File: config.mk
export PLATFORM = sky130hd
export DESIGN_NAME = xmem_seq
export DESIGN_NICKNAME = d
export VERILOG_FILES = /design/src/rtl/xmem_pkg.sv /design/src/rtl/xmem_rst_sync.sv /design/src/rtl/xmem_phase.sv /design/src/rtl/xmem_slot.sv /design/src/rtl/xmem_pins.sv /design/src/rtl/xmem_rdcap.sv /design/src/rtl/xmem_seq.sv
export SDC_FILE = /design/constraint.sdc
export NUM_CORES = 1
export LEC_CHECK = 0
export ABC_CLOCK_PERIOD_IN_PS = 2009
export BUFFER_PORTS_ARGS = -buffer_cell sky130_fd_sc_hd__clkbuf_2
export CORE_ASPECT_RATIO = 1.4
export CORE_MARGIN = 2
export CORE_UTILIZATION = 44
export DETAILED_ROUTE_END_ITERATION = 6
export PLACE_DENSITY = 0.76
export SLEW_MARGIN = 10
export SYNTH_ARGS = -nofsm -noshare
export SYNTH_HDL_FRONTEND = slang
export SYNTH_SLANG_ARGS = --single-unit
export TNS_END_PERCENT = 100
File: constraint.sdc
create_clock -name clk -period 2.01 [get_ports clk]
set_input_delay 0 -clock clk [delete_from_list [all_inputs] [get_ports clk]]
set_output_delay 0 -clock clk [all_outputs]
set_load 0.05 [all_outputs]
File: src/rtl/xmem_pkg.sv
package xmem_pkg;
  localparam int MC_LEN    = 12;
  localparam int SLOT_LEN  = 6;
  localparam int PH_W      = $clog2(MC_LEN);
  localparam int ALE_END   = 2;   // ale high at slot positions below this
  localparam int ADR_END   = 3;   // address on bus below this position
  localparam int XS_FIRST  = 5;   // long strobe first low period
  localparam int XS_LAST   = 10;  // long strobe last low period

  typedef enum logic [1:0] {
    K_FETCH = 2'd0,
    K_DRD   = 2'd1,
    K_DWR   = 2'd2,
    K_RSV   = 2'd3
  } kind_e;

  typedef enum logic [1:0] {
    S_IDLE  = 2'd0,
    S_FETCH = 2'd1,
    S_DRD   = 2'd2,
    S_DWR   = 2'd3
  } slot_e;
endpackage

File: src/rtl/xmem_rst_sync.sv
module xmem_rst_sync #(
  parameter int STAGES = 2
) (
  input  logic clk,
  input  logic rst_n,
  output logic rst_sync_n
);
  logic [STAGES-1:0] chain_q;

  genvar i;
  generate
    for (i = 0; i < STAGES; i++) begin : g_stage
      if (i == 0) begin : g_first
        always_ff @(posedge clk or negedge rst_n) begin
          if (!rst_n) chain_q[0] <= 1'b0;
          else        chain_q[0] <= 1'b1;
        end
      end else begin : g_next
        always_ff @(posedge clk or negedge rst_n) begin
          if (!rst_n) chain_q[i] <= 1'b0;
          else        chain_q[i] <= chain_q[i-1];
        end
      end
    end
  endgenerate

  assign rst_sync_n = chain_q[STAGES-1];
endmodule

File: src/rtl/xmem_phase.sv
module xmem_phase
  import xmem_pkg::*;
(
  input  logic            clk,
  input  logic            rst_ni,
  output logic [PH_W-1:0] ph,
  output logic [PH_W-1:0] hp,
  output logic            second
);
  logic [PH_W-1:0] ph_q, ph_d;
  logic            ph_en;

  assign ph_en = 1'b1;

  always_comb begin
    if (ph_q == PH_W'(MC_LEN - 1)) ph_d = '0;
    else                           ph_d = ph_q + PH_W'(1);
  end

  always_ff @(posedge clk or negedge rst_ni) begin
    if (!rst_ni)    ph_q <= PH_W'(MC_LEN - 1);
    else if (ph_en) ph_q <= ph_d;
  end

  assign ph     = ph_q;
  assign second = (ph_q >= PH_W'(SLOT_LEN));
  assign hp     = second ? (ph_q - PH_W'(SLOT_LEN)) : ph_q;
endmodule

File: src/rtl/xmem_slot.sv
module xmem_slot
  import xmem_pkg::*;
#(
  parameter int DW = 8,
  localparam int AW = 2 * DW
) (
  input  logic            clk,
  input  logic            rst_ni,
  input  logic [PH_W-1:0] ph,
  input  logic            req_valid,
  input  logic [1:0]      req_kind,
  input  logic            req_wide,
  input  logic [AW-1:0]   req_addr,
  input  logic [DW-1:0]   req_wdata,
  output logic            req_ready,
  output slot_e           slot,
  output logic [AW-1:0]   addr_q,
  output logic [DW-1:0]   wd_q,
  output logic            wide_q
);
  slot_e         slot_q, slot_d;
  logic [AW-1:0] addr_d;
  logic [DW-1:0] wd_d;
  logic          wide_d;
  logic          at_end, at_mid, data_busy, fetch_ok, data_ok;
  logic          want_fetch, want_data, accept, boundary;

  assign at_end     = (ph == PH_W'(MC_LEN - 1));
  assign at_mid     = (ph == PH_W'(SLOT_LEN - 1));
  assign data_busy  = (slot_q == S_DRD) || (slot_q == S_DWR);
  assign boundary   = at_end || (at_mid && !data_busy);
  assign fetch_ok   = boundary;
  assign data_ok    = at_end;
  assign want_fetch = (kind_e'(req_kind) == K_FETCH);
  assign want_data  = (kind_e'(req_kind) == K_DRD) || (kind_e'(req_kind) == K_DWR);
  // rst_ni low holds ph at the cycle end, so gate acceptance with it
  assign accept     = rst_ni && req_valid &&
                      ((want_fetch && fetch_ok) || (want_data && data_ok));

  always_comb begin
    slot_d = slot_q;
    addr_d = addr_q;
    wd_d   = wd_q;
    wide_d = wide_q;
    if (boundary) begin
      slot_d = S_IDLE;
      if (accept) begin
        addr_d = req_addr;
        wd_d   = req_wdata;
        wide_d = req_wide;
        case (kind_e'(req_kind))
          K_FETCH: slot_d = S_FETCH;
          K_DRD:   slot_d = S_DRD;
          K_DWR:   slot_d = S_DWR;
          default: slot_d = S_IDLE;
        endcase
      end
    end
  end

  always_ff @(posedge clk or negedge rst_ni) begin
    if (!rst_ni) begin
      slot_q <= S_IDLE;
      addr_q <= '0;
      wd_q   <= '0;
      wide_q <= 1'b0;
    end else begin
      slot_q <= slot_d;
      if (accept) begin
        addr_q <= addr_d;
        wd_q   <= wd_d;
        wide_q <= wide_d;
      end
    end
  end

  assign slot      = slot_q;
  assign req_ready = accept;
endmodule

File: src/rtl/xmem_pins.sv
module xmem_pins
  import xmem_pkg::*;
#(
  parameter int DW = 8,
  localparam int AW = 2 * DW
) (
  input  slot_e           slot,
  input  logic [PH_W-1:0] ph,
  input  logic [PH_W-1:0] hp,
  input  logic            second,
  input  logic [AW-1:0]   addr_q,
  input  logic [DW-1:0]   wd_q,
  input  logic            wide_q,
  input  logic [DW-1:0]   port2,
  output logic            ale,
  output logic            psen_n,
  output logic            rd_n,
  output logic            wr_n,
  output logic [DW-1:0]   ad_out,
  output logic            ad_oe,
  output logic [DW-1:0]   addr_hi
);
  logic is_data, long_win;

  assign is_data  = (slot == S_DRD) || (slot == S_DWR);
  assign long_win = (ph >= PH_W'(XS_FIRST)) && (ph <= PH_W'(XS_LAST));

  always_comb begin
    ale    = (hp < PH_W'(ALE_END)) && !(is_data && second);
    psen_n = !((slot == S_FETCH) && (hp >= PH_W'(ADR_END)));
    rd_n   = !((slot == S_DRD) && long_win);
    wr_n   = !((slot == S_DWR) && long_win);
    case (slot)
      S_FETCH: ad_oe = (hp < PH_W'(ADR_END));
      S_DRD:   ad_oe = (ph < PH_W'(ADR_END));
      S_DWR:   ad_oe = 1'b1;
      default: ad_oe = 1'b0;
    endcase
    if ((slot == S_DWR) && (ph >= PH_W'(ADR_END))) ad_out = wd_q;
    else                                            ad_out = addr_q[DW-1:0];
    if (is_data && !wide_q) addr_hi = port2;
    else                    addr_hi = addr_q[AW-1:DW];
  end
endmodule

File: src/rtl/xmem_rdcap.sv
module xmem_rdcap
  import xmem_pkg::*;
#(
  parameter int DW = 8
) (
  input  logic            clk,
  input  logic            rst_ni,
  input  slot_e           slot,
  input  logic [PH_W-1:0] ph,
  input  logic [PH_W-1:0] hp,
  input  logic [DW-1:0]   ad_in,
  output logic            rsp_done,
  output logic [DW-1:0]   rsp_data
);
  logic          cap_en;
  logic          done_q;
  logic [DW-1:0] data_q;

  assign cap_en = ((slot == S_FETCH) && (hp == PH_W'(SLOT_LEN - 1))) ||
                  ((slot == S_DRD)   && (ph == PH_W'(XS_LAST)));

  always_ff @(posedge clk or negedge rst_ni) begin
    if (!rst_ni) begin
      done_q <= 1'b0;
      data_q <= '0;
    end else begin
      done_q <= cap_en;
      if (cap_en) data_q <= ad_in;
    end
  end

  assign rsp_done = done_q;
  assign rsp_data = data_q;
endmodule

File: src/rtl/xmem_seq.sv
module xmem_seq
  import xmem_pkg::*;
#(
  parameter int DW = 8,
  localparam int AW = 2 * DW
) (
  input  logic          clk,
  input  logic          rst_n,
  input  logic          req_valid,
  input  logic [1:0]    req_kind,
  input  logic          req_wide,
  input  logic [AW-1:0] req_addr,
  input  logic [DW-1:0] req_wdata,
  input  logic [DW-1:0] port2,
  input  logic [DW-1:0] ad_in,
  output logic          req_ready,
  output logic          ale,
  output logic          psen_n,
  output logic          rd_n,
  output logic          wr_n,
  output logic [DW-1:0] ad_out,
  output logic          ad_oe,
  output logic [DW-1:0] addr_hi,
  output logic          rsp_done,
  output logic [DW-1:0] rsp_data
);
  logic            rst_ni;
  logic [PH_W-1:0] ph, hp;
  logic            second;
  slot_e           slot;
  logic [AW-1:0]   addr_q;
  logic [DW-1:0]   wd_q;
  logic            wide_q;

  xmem_rst_sync #(.STAGES(2)) u_rst (
    .clk(clk), .rst_n(rst_n), .rst_sync_n(rst_ni)
  );

  xmem_phase u_phase (
    .clk(clk), .rst_ni(rst_ni), .ph(ph), .hp(hp), .second(second)
  );

  xmem_slot #(.DW(DW)) u_slot (
    .clk(clk), .rst_ni(rst_ni), .ph(ph),
    .req_valid(req_valid), .req_kind(req_kind), .req_wide(req_wide),
    .req_addr(req_addr), .req_wdata(req_wdata), .req_ready(req_ready),
    .slot(slot), .addr_q(addr_q), .wd_q(wd_q), .wide_q(wide_q)
  );

  xmem_pins #(.DW(DW)) u_pins (
    .slot(slot), .ph(ph), .hp(hp), .second(second),
    .addr_q(addr_q), .wd_q(wd_q), .wide_q(wide_q), .port2(port2),
    .ale(ale), .psen_n(psen_n), .rd_n(rd_n), .wr_n(wr_n),
    .ad_out(ad_out), .ad_oe(ad_oe), .addr_hi(addr_hi)
  );

  xmem_rdcap #(.DW(DW)) u_cap (
    .clk(clk), .rst_ni(rst_ni), .slot(slot), .ph(ph), .hp(hp),
    .ad_in(ad_in), .rsp_done(rsp_done), .rsp_data(rsp_data)
  );
endmodule

# == After elaboration in Yosys (flattened, before gate mapping) ==
# Index checks and enable logic that the tools add are counted.
# word_totals
ff_bits,42
in_bits,46
out_inout_bits,31
elab_cells,63
# classes
n_addsub,2
order_cmp,8
eq_ne,9
n_mux,7
reduce_logical,28
# op_table
op,count
8-bit two-way mux,2
1-bit logical AND,15
4-bit by 2-bit less-than comparator with 1-bit output (second input constant),3
4-bit by 3-bit equality test with 1-bit output (second input constant),2
4-bit equality test (second input constant),2
4-bit by 2-bit greater-or-equal comparator with 1-bit output (second input constant),2
4-bit by 3-bit greater-or-equal comparator with 1-bit output (second input constant),2
4-bit two-way mux,2
2-bit equality test (second input constant),3
1-bit zero test,6
2-bit one-hot mux with 3 select lines,1
1-bit logical OR,5
4-bit by 1-bit adder with 4-bit output (second input constant),1
2-bit by 1-bit equality test with 1-bit output (second input constant),2
4-bit <= comparator (second input constant),1
4-bit by 3-bit subtractor with 4-bit output (second input constant),1
1-bit one-hot mux with 3 select lines,1
2-bit zero test,1
2-bit two-way mux,1
2-bit AND reduction,1

# == Longest topological paths before layout ==
# logic_depth
depth_word,9
mapped_depth,8
mapped_depth_nobuf,6

# == By module ==
# Synthesis repeated with hierarchy kept, for this count alone.
# hier_totals
hier_cells,160
hier_area_um2,2225.9
# by_module_without_submodules
module,instances,cells_each,area_per_inst_um2,seq_area_each_um2
xmem_slot,1,71,1227.4,675.6
xmem_rdcap,1,23,377.9,225.2
xmem_pins,1,33,295.3,0.0
xmem_phase,1,30,271.5,103.8
xmem_rst_sync,1,3,53.8,50.0

# == Worst setup path before layout ==
# OpenSTA, ideal clock, no wires.
# synth_timing
kind,register -> register
from,"register u_rst.chain_q[1], in the netlist u_rst.rst_sync_n"
to,register u_slot.addr_q[10]
setup_time_ps,125
arrival_time_ps,2243
t_required_ps,1885
path_slack_ps,-358
stages_incl_launch_ff,6
n_path_buf,2
synth_period_minus_slack_ps,2368
cell_sequence,dfrtp_1 -> nand2_1 -> or3_1 -> buf_6 -> buf_6 -> mux2_4
# synth_between
elab_chain_cells,3
# synth_lines
item,line,source
"start, declared",xmem_rst_sync.sv:8,logic [STAGES-1:0] chain_q;
"start signal, assigned by index",xmem_rst_sync.sv:21,else chain_q[i] <= chain_q[i-1];
1-bit logical AND (2 in series),xmem_slot.sv:37,assign accept = rst_ni && req_valid &&
2-bit AND reduction (no source line),n/a,
"end signal, assigned",xmem_slot.sv:70,addr_q <= addr_d;
"end, declared",xmem_slot.sv:17,"output logic [AW-1:0] addr_q,"
# Every way passes these cells.
# A chain may end at the register's enable or synchronous reset.

# == Final worst setup path ==
# layout_timing
from,"register u_phase.ph_q[0], in the netlist u_phase.ph[0]"
to,register u_slot.addr_q[2]
# layout_between
elab_chain_cells,7
word_cells_on_any_way,9
classes_between,eq/ne: 2; reduce/logical: 7
# layout_lines
item,line,source
"start, declared",xmem_phase.sv:10,"logic [PH_W-1:0] ph_q, ph_d;"
"start signal, assigned",xmem_phase.sv:21,if (!rst_ni) ph_q <= PH_W'(MC_LEN - 1);
"start signal, assigned",xmem_phase.sv:22,else if (ph_en) ph_q <= ph_d;
4-bit by 3-bit equality test with 1-bit output,xmem_slot.sv:29,assign at_mid = (ph == PH_W'(SLOT_LEN - 1));
1-bit logical AND,xmem_slot.sv:31,assign boundary = at_end || (at_mid && !data_busy);
1-bit logical OR,xmem_slot.sv:31,
1-bit logical AND,xmem_slot.sv:38,((want_fetch && fetch_ok) || (want_data && data_ok));
1-bit logical OR,xmem_slot.sv:38,
1-bit logical AND,xmem_slot.sv:37,
2-bit AND reduction (no source line) (*),n/a,
# Mark *: on every way between the ends. The rest lies on a longest branch, timed or not.

==> summary by stage <==
Setup path
The category of cells accounting for the largest share of critical-path delay is simple AND/OR/NAND/NOR gates. The worst setup path is launched from a flop. Data on the critical path arrives at its endpoint at 2.30 ns. The number of cell instances on the worst register-to-register path is 6. The slack of the worst reg-to-reg path is -0.10 ns.

Data on the critical path is required at its endpoint by 2.20 ns. STA classifies the critical path endpoint as a flop. The largest fanout of any net on the critical path is 10.

For this run, the slowest stage of the critical path takes 0.59 ns. The critical path's slowest cell is dfstp_2. The critical path class is reg2reg. Counting both buffers and inverters, the worst setup path holds a total of 1. In this run the critical register-to-register path is launched from u_phase.ph[0].

The signal on the critical path passes through ha_4 -> and3b_2 -> a21oi_2 -> or3_4 -> bufbuf_16 -> mux2_4. The critical path runs through a total of 6 cells. The worst register-to-register path ends at u_slot.addr_q[2].

Clock network
The worst-case clock buffer depth is 2. The number of buffers created by CTS is 5. The number of H-tree levels is 2. The TritonCTS clock tree is yes.

CTS saw 42 sinks. The insertion delay of the later-clocked pin in the worst-skew pair is 0.30 ns. The register clock-pin slew on the reported worst setup and hold paths is 0.08 ns. The tree is rooted in a clkbuf_8.

Global routing
For this run the aggregate overflow at the end of global routing stands at 0. In the global route stage, overall resource usage came out at 20.2%. The via count of the first global-routing pass is 1,737. The initial antenna violation count was 0. The largest net degree at the start of global routing is 41. The global-route wire length before repair is 8.26 mm.

Hold path
The tightest min-delay check is of the in2async type.

Logic synthesis
The synthesized design spends more area on one cell type than any other, namely dfrtp_1. The top cell type by area accounts for 45.8% of the synthesized area. The Yosys step of the flow raised 0 warnings.

The share of the Yosys chip area taken by registers is 49.5%. Synthesis produced a netlist whose cell count is 160. Summing every instance area after synthesis gives between 2000 and 2500 um2. The post-synthesis cell type count is 32.

The mean post-synth cell area is 13.3 um2. The post-synthesis register bit count is 42. The post-synthesis net count is 213.

In the post-synthesis netlist, the biggest area contributors are dfrtp_1, mux2_2, mux2_4.

Layout
The library cells used most frequently in the layout, excluding fill and tap cells, are clkbuf_2, dfrtp_1, dlygate4sd3_1, mux2_2, buf_4. Relative to the synthesized area, the layout overhead comes to 54.7%. Summing all multi-input logic gate instances after layout gives 1050 um2. The fraction of final layout cells sized beyond drive strength 1 is 57.3%. Counting the fill cells in the layout gives 343.

Registers take 1060 um2. In the final design database the tool counted 340 nets. The share of the core filled with cells in the final layout is between 60% and 70%. The most common cell after layout, fill and taps aside is clkbuf_2. The count of cells in the finished layout, fillers not included, comes to 352. The antenna diode count is 0.

Run status
The final reports fail on setup timing. The flow ran to the end, but the final reports show violations.

Floorplanning
Measured along the y axis, the die boundary spans 86.4 um. From left edge to right edge, the die measures 62.8 um. The core region is 4770 um2. During I/O placement, the number of pins put on the boundary was 77.

The floorplan has 30 rows. Once the floorplan was initialized, standard cells occupied 44.7% of the core. The area of the die is roughly 5400 um2.

Detailed routing
The average wire length per cell after detail routing is 15.0 um. The first-pass iteration count of the detailed router is 4. The detailed router placed between 1,500 and 2,000 vias in this run.

The detail route stage leaves a number of antenna-violating nets equal to 0. For this block, the initial DRC count from the detailed router was 68. Wires add up to approximately 5.3 mm. Dividing the detail-routed via count by the number of cells gives 4.83. For this run, design rule violations remaining after detail routing come to 0.

Power
For this design the static power due to leakage is 1.70 nW. The power density over the cells is 706 nW/um2. VDD sags by at most 535 uV.

STA
The final hold violation count is 0. The maximum clock rate is 0.474 GHz. The max-slew violation total from the final report is 0. Setup violations remaining at the end of the flow were counted as 14. The post-route clock period utilization is 105%.

Setup repair after global routing could not meet its margin everywhere. The final worst slack is -0.100 ns. After layout, the minimum clock period comes to 2.11 ns. The setup skew after layout is 0.00616 ns.

Placed design
The detailed-placement wirelength estimate is 3.23 mm. The count of buffers added on input and output ports is 76. The number of placed instances, taps included, is just over 300. Routability-driven placement finished with a final weighted congestion of 0.843.

Flow run
The number of max-cap violations is 0.
[layout make-up]
type | instances | area share (%)
Clock buffer | 8 | 3.34
Sequential cell | 42 | 32.0
Tap cell | 64 | 2.43
Multi-Input combinational cell | 102 | 31.8
Inverter | 6 | 1.06
Timing Repair Buffer | 130 | 29.3
[routing by layer]
metal,up-vias,global-route usage [%],share of wire [%]
li1,809,-,-
met1,835,22.3,38
met2,46,37.9,56
met3,11,2.86,2.9
met4,0,9.70,2.6
met5,-,0,0
[cell usage after synthesis (all sizes together)]
library cell	number
mux2	50
dfrtp	39
buf	8
ha	7
nand2	7
a21oi	6
inv	6
nor2	6
o21ai	4
dfstp	3
nand3b	3
clkbuf	2
nand2b	2
nand4b	2
nor2b	2
o22ai	2
a31o	1
and3b	1
conb	1
mux2i	1
nand3	1
nor3	1
nor3b	1
o211ai	1
o32ai	1
or3	1
xor2	1
[power by group]
| group | switching (mW) | internal (mW) |
|---|---|---|
| combinational | 0.408 | 0.286 |
| clock | 0.284 | 0.347 |
| sequential | 0.0587 | 0.946 |
[stage by stage]
stage / hold slack (ns) / setup WS, ns / power (mW) / setup TNS [ns] / area (um2)
final: 0.0410 / -0.100 / 2.33 / -1.11 / 3300
after global routing: 0.0531 / -0.153 / 2.42 / -2.58 / 3300
after CTS: 0.0514 / -0.110 / 2.32 / -1.33 / 3250
after detailed placement: -0.212 / -0.0623 / 1.63 / -0.538 / 2650
after global placement: -0.212 / -0.000759 / 1.61 / -0.000759 / 2650
after floorplan: -0.296 / -0.0929 / 1.47 / -1.67 / 2160
[registers in the layout (all words and copies together), names as in the netlist]
| name | cells |
|---|---|
| u_rst.chain_q | 1 |
| u_slot.wide_q | 1 |
| u_slot.slot | 2 |
| u_rst.rst_sync_n | 1 |
| u_cap.rsp_data | 8 |
| u_cap.rsp_done | 1 |
| u_phase.ph | 4 |
| u_slot.wd_q | 8 |
| u_slot.addr_q | 16 |
[cell families (layout without fill, tap and decap cells)]
kind of cell	after synthesis	in the layout	share of synthesized area [%]
AOI/OAI and AO/OA	15	15	4.11
xor gates and xnor gates	1	1	0.411
adders and majority gates	7	7	4.11
buffers and inverters	16	144	4.58
DFF	42	42	49.5
muxes	51	51	30.0
other	1	1	0.176
and+or+nand+nor	27	27	7.10
[timing repair]
item | in CTS | in global routing
pin swaps | 2 | 2
hold endpoints to repair | 36 | 0
hold buffers | 35 | 0
setup buffers | 3 | 1
setup endpoints to repair | 34 | 44
resized for setup | 17 | 22
cloned | 1 | 0
[how the worst max path moves through the flow]
stage                  start                end  slack [ns]
2_1_floorplan  u_phase.ph[0]  u_slot.addr_q[10]       -0.09
3_3_place_gp   u_phase.ph[0]      u_slot.wide_q     -0.0008
3_5_place_dp   u_phase.ph[0]      u_slot.wide_q       -0.06
4_1_cts        u_phase.ph[0]     u_slot.wd_q[3]       -0.11
5_1_grt        u_phase.ph[0]   u_slot.addr_q[2]       -0.15
6_report       u_phase.ph[0]   u_slot.addr_q[2]       -0.10
Power figures use the tool's default switching activity.
